===== src/rtl/gis_pkg.sv =====
// Shared types for the grouped interrupt priority signaller.
// Assumes 8-bit priorities and a 10-bit interrupt ID space.
package gis_pkg;
    localparam int PRIO_W = 8;
    localparam int ID_W   = 10;
    localparam logic [ID_W-1:0] SPURIOUS_ID = 10'd1023;

    // One competing source as it travels through the selection tree.
    typedef struct packed {
        logic              vld;
        logic              grp;
        logic [PRIO_W-1:0] prio;
        logic [ID_W-1:0]   id;
    } cand_t;

    // Processor-interface and distributor control state.
    typedef struct packed {
        logic [1:0]        dist_en;
        logic [1:0]        cpu_en;
        logic              fiq_en;
        logic [PRIO_W-1:0] mask;
        logic [PRIO_W-1:0] run;
    } ctl_t;
endpackage


===== src/rtl/gis_in_stage.sv =====
// Input capture stage: registers all source and control inputs so that
// the selection logic always works from values stable for a full cycle.
// Assumes a synchronous active-low reset; reset clears every field.
module gis_in_stage
    import gis_pkg::*;
#(
    parameter int NUM_SRC = 32
) (
    input  logic                      clk,
    input  logic                      rst_n,
    input  logic [NUM_SRC-1:0]        pend_i,
    input  logic [NUM_SRC-1:0]        en_i,
    input  logic [NUM_SRC-1:0]        grp_i,
    input  logic [NUM_SRC*PRIO_W-1:0] prio_i,
    input  ctl_t                      ctl_i,
    output logic [NUM_SRC-1:0]        pend_q,
    output logic [NUM_SRC-1:0]        en_q,
    output logic [NUM_SRC-1:0]        grp_q,
    output logic [NUM_SRC*PRIO_W-1:0] prio_q,
    output ctl_t                      ctl_q
);
    // Capture every input on each rising edge; clear on reset.
    always_ff @(posedge clk) begin
        if (!rst_n) begin
            pend_q <= '0;
            en_q   <= '0;
            grp_q  <= '0;
            prio_q <= '0;
            ctl_q  <= '0;
        end else begin
            pend_q <= pend_i;
            en_q   <= en_i;
            grp_q  <= grp_i;
            prio_q <= prio_i;
            ctl_q  <= ctl_i;
        end
    end
endmodule


===== src/rtl/gis_pick.sv =====
// Selection tree: a balanced tournament that finds the most urgent
// pending-and-enabled source. Smaller priority wins; on equal priority
// the left (lower-numbered) branch wins. Pads to a power of two with
// invalid leaves. Assumes NUM_SRC <= 1023 so that real IDs never
// collide with the spurious ID.
module gis_pick
    import gis_pkg::*;
#(
    parameter int NUM_SRC = 32
) (
    input  logic [NUM_SRC-1:0]        pend_i,
    input  logic [NUM_SRC-1:0]        en_i,
    input  logic [NUM_SRC-1:0]        grp_i,
    input  logic [NUM_SRC*PRIO_W-1:0] prio_i,
    output cand_t                     best_o
);
    localparam int LEAVES = (NUM_SRC < 2) ? 2 : (1 << $clog2(NUM_SRC));
    localparam int LVLS   = $clog2(LEAVES);

    genvar lv, k;
    for (lv = 0; lv <= LVLS; lv++) begin : g_lvl
        localparam int W = LEAVES >> lv;
        cand_t node [W];
        if (lv == 0) begin : g_leaf
            for (k = 0; k < W; k++) begin : g_k
                if (k < NUM_SRC) begin : g_real
                    // Leaf: a source competes only if pending and enabled.
                    assign node[k] = '{vld:  pend_i[k] & en_i[k],
                                       grp:  grp_i[k],
                                       prio: prio_i[k*PRIO_W +: PRIO_W],
                                       id:   ID_W'(k)};
                end else begin : g_pad
                    assign node[k] = '0;
                end
            end
        end else begin : g_merge
            for (k = 0; k < W; k++) begin : g_k
                cand_t lo, hi;
                assign lo = g_lvl[lv-1].node[2*k];
                assign hi = g_lvl[lv-1].node[2*k+1];
                // Merge: lower branch keeps ties, invalid loses.
                assign node[k] = (lo.vld && (!hi.vld || lo.prio <= hi.prio)) ? lo : hi;
            end
        end
    end

    assign best_o = g_lvl[LVLS].node[0];
endmodule


===== src/rtl/gis_route.sv =====
// Routing decision: applies the mask and running-priority thresholds,
// the per-group enables and the fast-interrupt enable to the winner.
// Purely combinational; the top registers its results.
module gis_route
    import gis_pkg::*;
(
    input  cand_t           best_i,
    input  ctl_t            ctl_i,
    output logic            irq_n,
    output logic            fiq_n,
    output logic [ID_W-1:0] id_n
);
    logic any_grp;
    logic pass_mask;
    logic pass_run;
    logic grp_ok;
    logic fire;

    // Threshold and enable evaluation for the single winner.
    always_comb begin
        any_grp   = (|ctl_i.dist_en) && (|ctl_i.cpu_en);
        pass_mask = best_i.vld && (best_i.prio < ctl_i.mask);
        pass_run  = pass_mask && (best_i.prio < ctl_i.run);
        grp_ok    = ctl_i.dist_en[best_i.grp] && ctl_i.cpu_en[best_i.grp];
        fire      = any_grp && pass_run && grp_ok;
        fiq_n     = fire && !best_i.grp && ctl_i.fiq_en;
        irq_n     = fire && !fiq_n;
        id_n      = pass_mask ? best_i.id : SPURIOUS_ID;
    end
endmodule


===== src/rtl/grp_irq_signaller.sv =====
// Grouped interrupt priority signaller for one processor interface.
// Inputs are registered, the winner is chosen by a tournament tree, the
// routing decision is registered onto irq_o / fiq_o / cur_pend_id_o.
// Latency: input at edge k appears on outputs after edge k+1.
module grp_irq_signaller
    import gis_pkg::*;
#(
    parameter int NUM_SRC = 32
) (
    input  logic                      clk,
    input  logic                      rst_n,
    input  logic [NUM_SRC-1:0]        src_pend_i,
    input  logic [NUM_SRC-1:0]        src_en_i,
    input  logic [NUM_SRC-1:0]        src_grp_i,
    input  logic [NUM_SRC*PRIO_W-1:0] src_prio_i,
    input  logic [1:0]                dist_grp_en_i,
    input  logic [1:0]                cpu_grp_en_i,
    input  logic                      cpu_fiq_en_i,
    input  logic [PRIO_W-1:0]         prio_mask_i,
    input  logic [PRIO_W-1:0]         run_prio_i,
    output logic                      irq_o,
    output logic                      fiq_o,
    output logic [ID_W-1:0]           cur_pend_id_o
);
    ctl_t                      ctl_d;
    ctl_t                      ctl_q;
    logic [NUM_SRC-1:0]        pend_q;
    logic [NUM_SRC-1:0]        en_q;
    logic [NUM_SRC-1:0]        grp_q;
    logic [NUM_SRC*PRIO_W-1:0] prio_q;
    cand_t                     best;
    logic                      irq_n;
    logic                      fiq_n;
    logic [ID_W-1:0]           id_n;

    // Gather the control inputs into one record.
    always_comb begin
        ctl_d.dist_en = dist_grp_en_i;
        ctl_d.cpu_en  = cpu_grp_en_i;
        ctl_d.fiq_en  = cpu_fiq_en_i;
        ctl_d.mask    = prio_mask_i;
        ctl_d.run     = run_prio_i;
    end

    gis_in_stage #(.NUM_SRC(NUM_SRC)) u_in (
        .clk    (clk),
        .rst_n  (rst_n),
        .pend_i (src_pend_i),
        .en_i   (src_en_i),
        .grp_i  (src_grp_i),
        .prio_i (src_prio_i),
        .ctl_i  (ctl_d),
        .pend_q (pend_q),
        .en_q   (en_q),
        .grp_q  (grp_q),
        .prio_q (prio_q),
        .ctl_q  (ctl_q)
    );

    gis_pick #(.NUM_SRC(NUM_SRC)) u_pick (
        .pend_i (pend_q),
        .en_i   (en_q),
        .grp_i  (grp_q),
        .prio_i (prio_q),
        .best_o (best)
    );

    gis_route u_route (
        .best_i (best),
        .ctl_i  (ctl_q),
        .irq_n  (irq_n),
        .fiq_n  (fiq_n),
        .id_n   (id_n)
    );

    // Output registers: levels and current-pending ID.
    always_ff @(posedge clk) begin
        if (!rst_n) begin
            irq_o         <= 1'b0;
            fiq_o         <= 1'b0;
            cur_pend_id_o <= SPURIOUS_ID;
        end else begin
            irq_o         <= irq_n;
            fiq_o         <= fiq_n;
            cur_pend_id_o <= id_n;
        end
    end
endmodule


===== config.mk =====
export PLATFORM = sky130hd
export DESIGN_NAME = grp_irq_signaller
export DESIGN_NICKNAME = d
export VERILOG_FILES = /design/src/rtl/gis_pkg.sv /design/src/rtl/gis_in_stage.sv /design/src/rtl/gis_pick.sv /design/src/rtl/gis_route.sv /design/src/rtl/grp_irq_signaller.sv
export SDC_FILE = /design/constraint.sdc
export NUM_CORES = 1
export LEC_CHECK = 0
export ABC_CLOCK_PERIOD_IN_PS = 28700
export BUFFER_PORTS_ARGS = -buffer_cell sky130_fd_sc_hd__buf_2
export CAP_MARGIN = 15
export CELL_PAD_IN_SITES_DETAIL_PLACEMENT = 1
export CELL_PAD_IN_SITES_GLOBAL_PLACEMENT = 1
export CORE_ASPECT_RATIO = 0.9
export CORE_MARGIN = 4
export CORE_UTILIZATION = 35
export DETAILED_ROUTE_END_ITERATION = 6
export GPL_TIMING_DRIVEN = 0
export PLACE_DENSITY_LB_ADDON = 0.08
export SLEW_MARGIN = 20
export SYNTH_ARGS = -nofsm -noshare
export SYNTH_HDL_FRONTEND = slang
export SYNTH_HIERARCHICAL = 1
export SYNTH_SLANG_ARGS = --single-unit

===== constraint.sdc =====
create_clock -name clk -period 28.7 [get_ports clk]
set_clock_uncertainty 0.2 [all_clocks]
set_input_delay 5.74 -clock clk [delete_from_list [all_inputs] [get_ports clk]]
set_output_delay 5.74 -clock clk [all_outputs]
set_load 0.1 [all_outputs]

; Word level (Yosys, flattened, before mapping)
; Cells that the tools add are included.
[word_totals]
reg_bits = 385
in_bits = 375
output_inout_bits = 12
[classes]
n_reduce_logical = 107
mux = 35
n_bitwise = 32
order_cmp = 34
[ops]
columns = cell, count
row1 = $mux 20, 31
row2 = $le 8x8->1, 31
row3 = $logic_and 1x1->1, 40
row4 = $logic_not 1->1, 33
row5 = $and 1x1->1, 32
row6 = $logic_or 1x1->1, 31
row7 = $lt 8x8->1, 2
row8 = $mux 1, 4
row9 = $reduce_or 2->1, 2
row10 = $lt 1x2->1 const B, 1
row11 = $reduce_and 2->1, 1

; Depth between registers and ports, before layout
[logic_depth]
word_depth = 30
depth_mapped = 55
ltp_nobuf = 48

; Hierarchy
; The synthesis kept the hierarchy.
[by_module_without_submodules]
columns = module, n_inst, cells_each, area_per_inst_um2
row1 = gis_pick, 1, 1515, 11222.0
row2 = gis_in_stage, 1, 787, 10013.4
row3 = gis_route, 1, 68, 489.2
row4 = grp_irq_signaller, 1, 25, 322.8

; Worst setup path after synthesis
; OpenSTA, ideal clock, no wires.
[synth_timing]
path_kind = register to register
start = register u_in.prio_q[75]
end = register cur_pend_id_o[0]
setup_ns = 0.117
path_stages_with_launch = 52
n_path_buf = 7
required_ns = 28.383
period_less_slack_ns = 10.357
slack_ns = 18.343
arrival_ns = 10.040
cell_sequence = dfxtp_1 > inv_1 > ha_1 > and4_1 > or3b_1 > a21oi_2 > nor3_2 > buf_2 > a21o_1 > ha_1 > nand4_1 > nand3b_1 > a21o_1 > and3_1 > clkbuf_1 > a211oi_1 > nor2_1 > ha_1 > [16 not listed] > clkbuf_1 > o211ai_1 > and4_1 > ha_1 > nor2b_1 > o21a_1 > o21a_1 > o21ai_0 > nand3b_1 > a21oi_2 > nor2_1 > a221oi_1 > ha_1 > a211oi_2 > o21ai_2 > a31oi_4 > nand2b_1 > nand2b_1
[synth_lines]
columns = element, line
row1 = "start, declared", gis_in_stage.sv:19  ; output logic [NUM_SRC*PRIO_W-1:0] prio_q,
row2 = "start signal, assigned", gis_in_stage.sv:34  ; prio_q <= prio_i;
row3 = "end signal, assigned", grp_irq_signaller.sv:85  ; cur_pend_id_o <= id_n;
row4 = "end, declared", grp_irq_signaller.sv:23  ; output logic [ID_W-1:0] cur_pend_id_o

==> impl_metrics.py <==
metrics = {
    "clock_network": {
        "cts_resized": 0,
        "clkSlewWorstSetupHoldPaths_ns": 0.06,
        "cts_buffers": 43,
        "post_cts_buffers": 0,
        "cts.htree.levels": 2,
        "clock-sinks": 385,
        "tritoncts": "built",
        "clock_path_buffers": 3,
        "ctsHoldBuffers": 0,
        "clk-insertion-delay-late_ns": 0.58,
        "root_buffer": "clkbuf_16",
    },
    "global_route": {
        "grt_antenna_before_repair": 5,
        "grt_max_degree": 15,
        "track_usage_pct": 22.0,
        "grt_pass1_wl_um": 115000,
        "overflow": 0,
        "grt_pass1_vias": 20800,
    },
    "finish": {
        "area_delta_synth_final_pct": 20.4,
        "drive_above_1_share_pct": 22.3,
        "stdcell_count": 3710,
        "final-seq-area_mm2": 0.00771,
        "fillers": 7370,
        "layout_common_cells": "buf_2 (403), dfxtp_1 (385), and2_1 (379), ha_1 (262), inv_1 (211)",
        "nets": 3467,
        "layout_commonest_cell": "buf_2",
        "multi_input_area_mm2": 0.0131,
    },
    "pwr": {
        "max-vdd-ir-drop_mv": 0.0407,
        "p_total_mw": 1.59,
        "p_leak_nw": 12.1,
        "cellPowerDensity_mw_per_mm2": 59.9,
    },
    "timing": {
        "slew_headroom_pct": 34.9,
        "drv_slew": 0,
        "grt_setup_unrepaired": "false",
        "setup_viol": 0,
        "worst_pin_slew_ns": 0.972,
        "clock.fmax_ghz": 0.0735,
        "min_period_ns": 13.61,
        "tns_ns": 0,
        "post-route-period-util_pct": 47.4,
        "setup_ws_ns": 15.09,
        "hold_viol": 0,
        "holdWs_ns": 0.756,
    },
    "floorplanning": {
        "coreArea_mm2": 0.0625,
        "start_util_pct": 35.3,
        "fp.dieW_um": 273,
        "die_h_um": 246,
        "dieArea_mm2": 0.0671,
        "io_pins": 387,
        "rows": 87,
    },
    "detailed_routing": {
        "via_count": 19000,
        "wirelength_um": 75800,
        "vias_per_cell": 5.13,
        "drcViolationCount": 0,
        "ant_nets": 0,
        "drtIter0Drc": 687,
        "dr.pass1.iters": 5,
        "wl_per_cell_um": 20.4,
    },
    "placed_design": {
        "io_buffers": 386,
        "dp.cells": 3630,
        "hpwl_um": 63300,
        "gp_congestion": 0.894,
        "dpl_worst_slack_ns": 15.29,
    },
    "setup_path": {
        "cp_slowest_cell": "a211oi_1",
        "cp_common_cell": "ha_1",
        "path_max_fanout": 10,
        "critPathKind": "reg2reg",
        "worst_setup_path_end_kind": "flip-flop",
        "cp-start-kind": "flip-flop",
        "cp.arrival_ns": 13.86,
        "cp_data_required_time_ns": 28.95,
        "cp_slowest_stage_delay_ns": 0.79,
    },
    "yosys": {
        "syn_area_mm2": 0.0220,
        "synthArstFlopShare_pct": 0,
        "synth_cell_type_count": 78,
        "synth-seq-cells": 385,
        "synth_cells": 2395,
        "ys_warn_count": 6,
        "syn_area_per_cell_um2": 9.21,
        "yosys-top-cells-area": "dfxtp_1 (35%), ha_1 (15%), and2_1 (11%), inv_1 (3.6%), mux2_2 (2.8%)",
        "synth_area_leader_cell": "dfxtp_1",
        "synth.top_cell.area_share_pct": 35.0,
        "yosysSeqAreaShare_pct": 35.0,
        "synth_edf_count": 0,
        "synthFlopType": "dfxtp_1",
    },
    "outcome": {
        "run_status": "completed",
    },
    "worst_hold_path": {
        "hold_class": "reg2reg",
    },
    "flow_run": {
        "cap_violations": 0,
    },
}
## layout make-up
class | count | area share (%)
antenna | 1 | 0.00943
buffer | 91 | 1.72
clock buffer | 56 | 4.54
clock inverter | 23 | 1.07
inverter | 211 | 2.98
multi-input combinational | 1712 | 49.4
sequential | 385 | 29.0
tap | 845 | 3.98
timing repair buffer | 386 | 7.28
## critical path: cells and delay by family (launching register included)
kind            cells  cell delay [ns]
compound gates     20             5.53
fa+ha+maj           6             1.88
buf+inv             8             2.55
flops               1             0.35
simple gates       16             2.95
## layer usage
| metal | vias to the layer above | routed length [um] | global-route usage, % |
|---|---|---|---|
| met5 | - | 8 | 0 |
| met1 | 9167 | 32600 | 26.4 |
| met4 | 2 | 1870 | 5.95 |
| met2 | 345 | 38500 | 41.0 |
| li1 | 9405 | - | - |
| met3 | 95 | 2920 | 3.21 |
## logic make-up (layout without fill, tap and decap cells)
family                     count (synthesis)  in the layout  synth area share (%)
DFF                                      385            385                  35.0
muxes                                    113            113                  5.46
and+or+nand+nor                          762            762                  20.4
AOI/OAI and AO/OA                        570            570                  18.6
adders and majority gates                262            262                  14.9
other                                      1              6                0.0170
buffers and inverters                    302            767                  5.66
## report_power, final
group	switching, mW	total (mW)	internal [mW]
logic	0.259	0.426	0.168
registers	0.0195	0.587	0.567
clock network	0.231	0.576	0.344
## synthesized netlist by cell type (6+ instances only)
master	instances
nand2_1	80
clkbuf_1	21
a22o_1	6
a211o_1	9
or3_1	6
o21ai_0	47
nor3b_1	6
a221oi_1	27
a22oi_1	29
inv_1	211
o31a_1	40
o22ai_1	10
o211ai_1	64
a21oi_1	120
nand3_1	35
and2_1	379
a41oi_1	7
a211oi_1	62
buf_2	17
mux2_2	54
nand2b_1	22
nor2_1	61
buf_4	9
nor3_1	15
o21ba_2	7
a21o_1	63
and4_1	23
and3_1	29
o21a_1	17
dfxtp_1	385
or2_2	14
nor2b_1	28
clkbuf_2	38
a211oi_2	7
a21oi_2	7
mux2i_1	58
nand4_1	38
ha_1	262
## path summary, 6_finish.rpt
kind / start / to / slack, ns / depth (start not counted)
min reg2reg: u_in/ctl_q[16] / fiq_o / 0.76 / 4
max reg2reg: u_in/prio_q[78] / cur_pend_id_o[7] / 15.09 / 50
max: u_in/prio_q[78] / cur_pend_id_o[7] / 15.09 / 50
min: u_in/ctl_q[16] / fiq_o / 0.76 / 4
## sequential cells by signal (all words and copies together), names as in the netlist
signal / flops
u_in/ctl_q: 21
u_in/en_q: 32
cur_pend_id_o: 10
u_in/grp_q: 32
irq_o: 1
fiq_o: 1
u_in/prio_q: 256
u_in/pend_q: 32
## stage by stage
stage                     util (%)  area, um^2
after global routing          42.5       26500
after global placement        40.1       25100
after floorplan                  -       22100
after detailed placement      40.1       25100
final                         42.5       26500
after CTS                     42.5       26500
No activity file was read; power rests on OpenSTA's default activity.
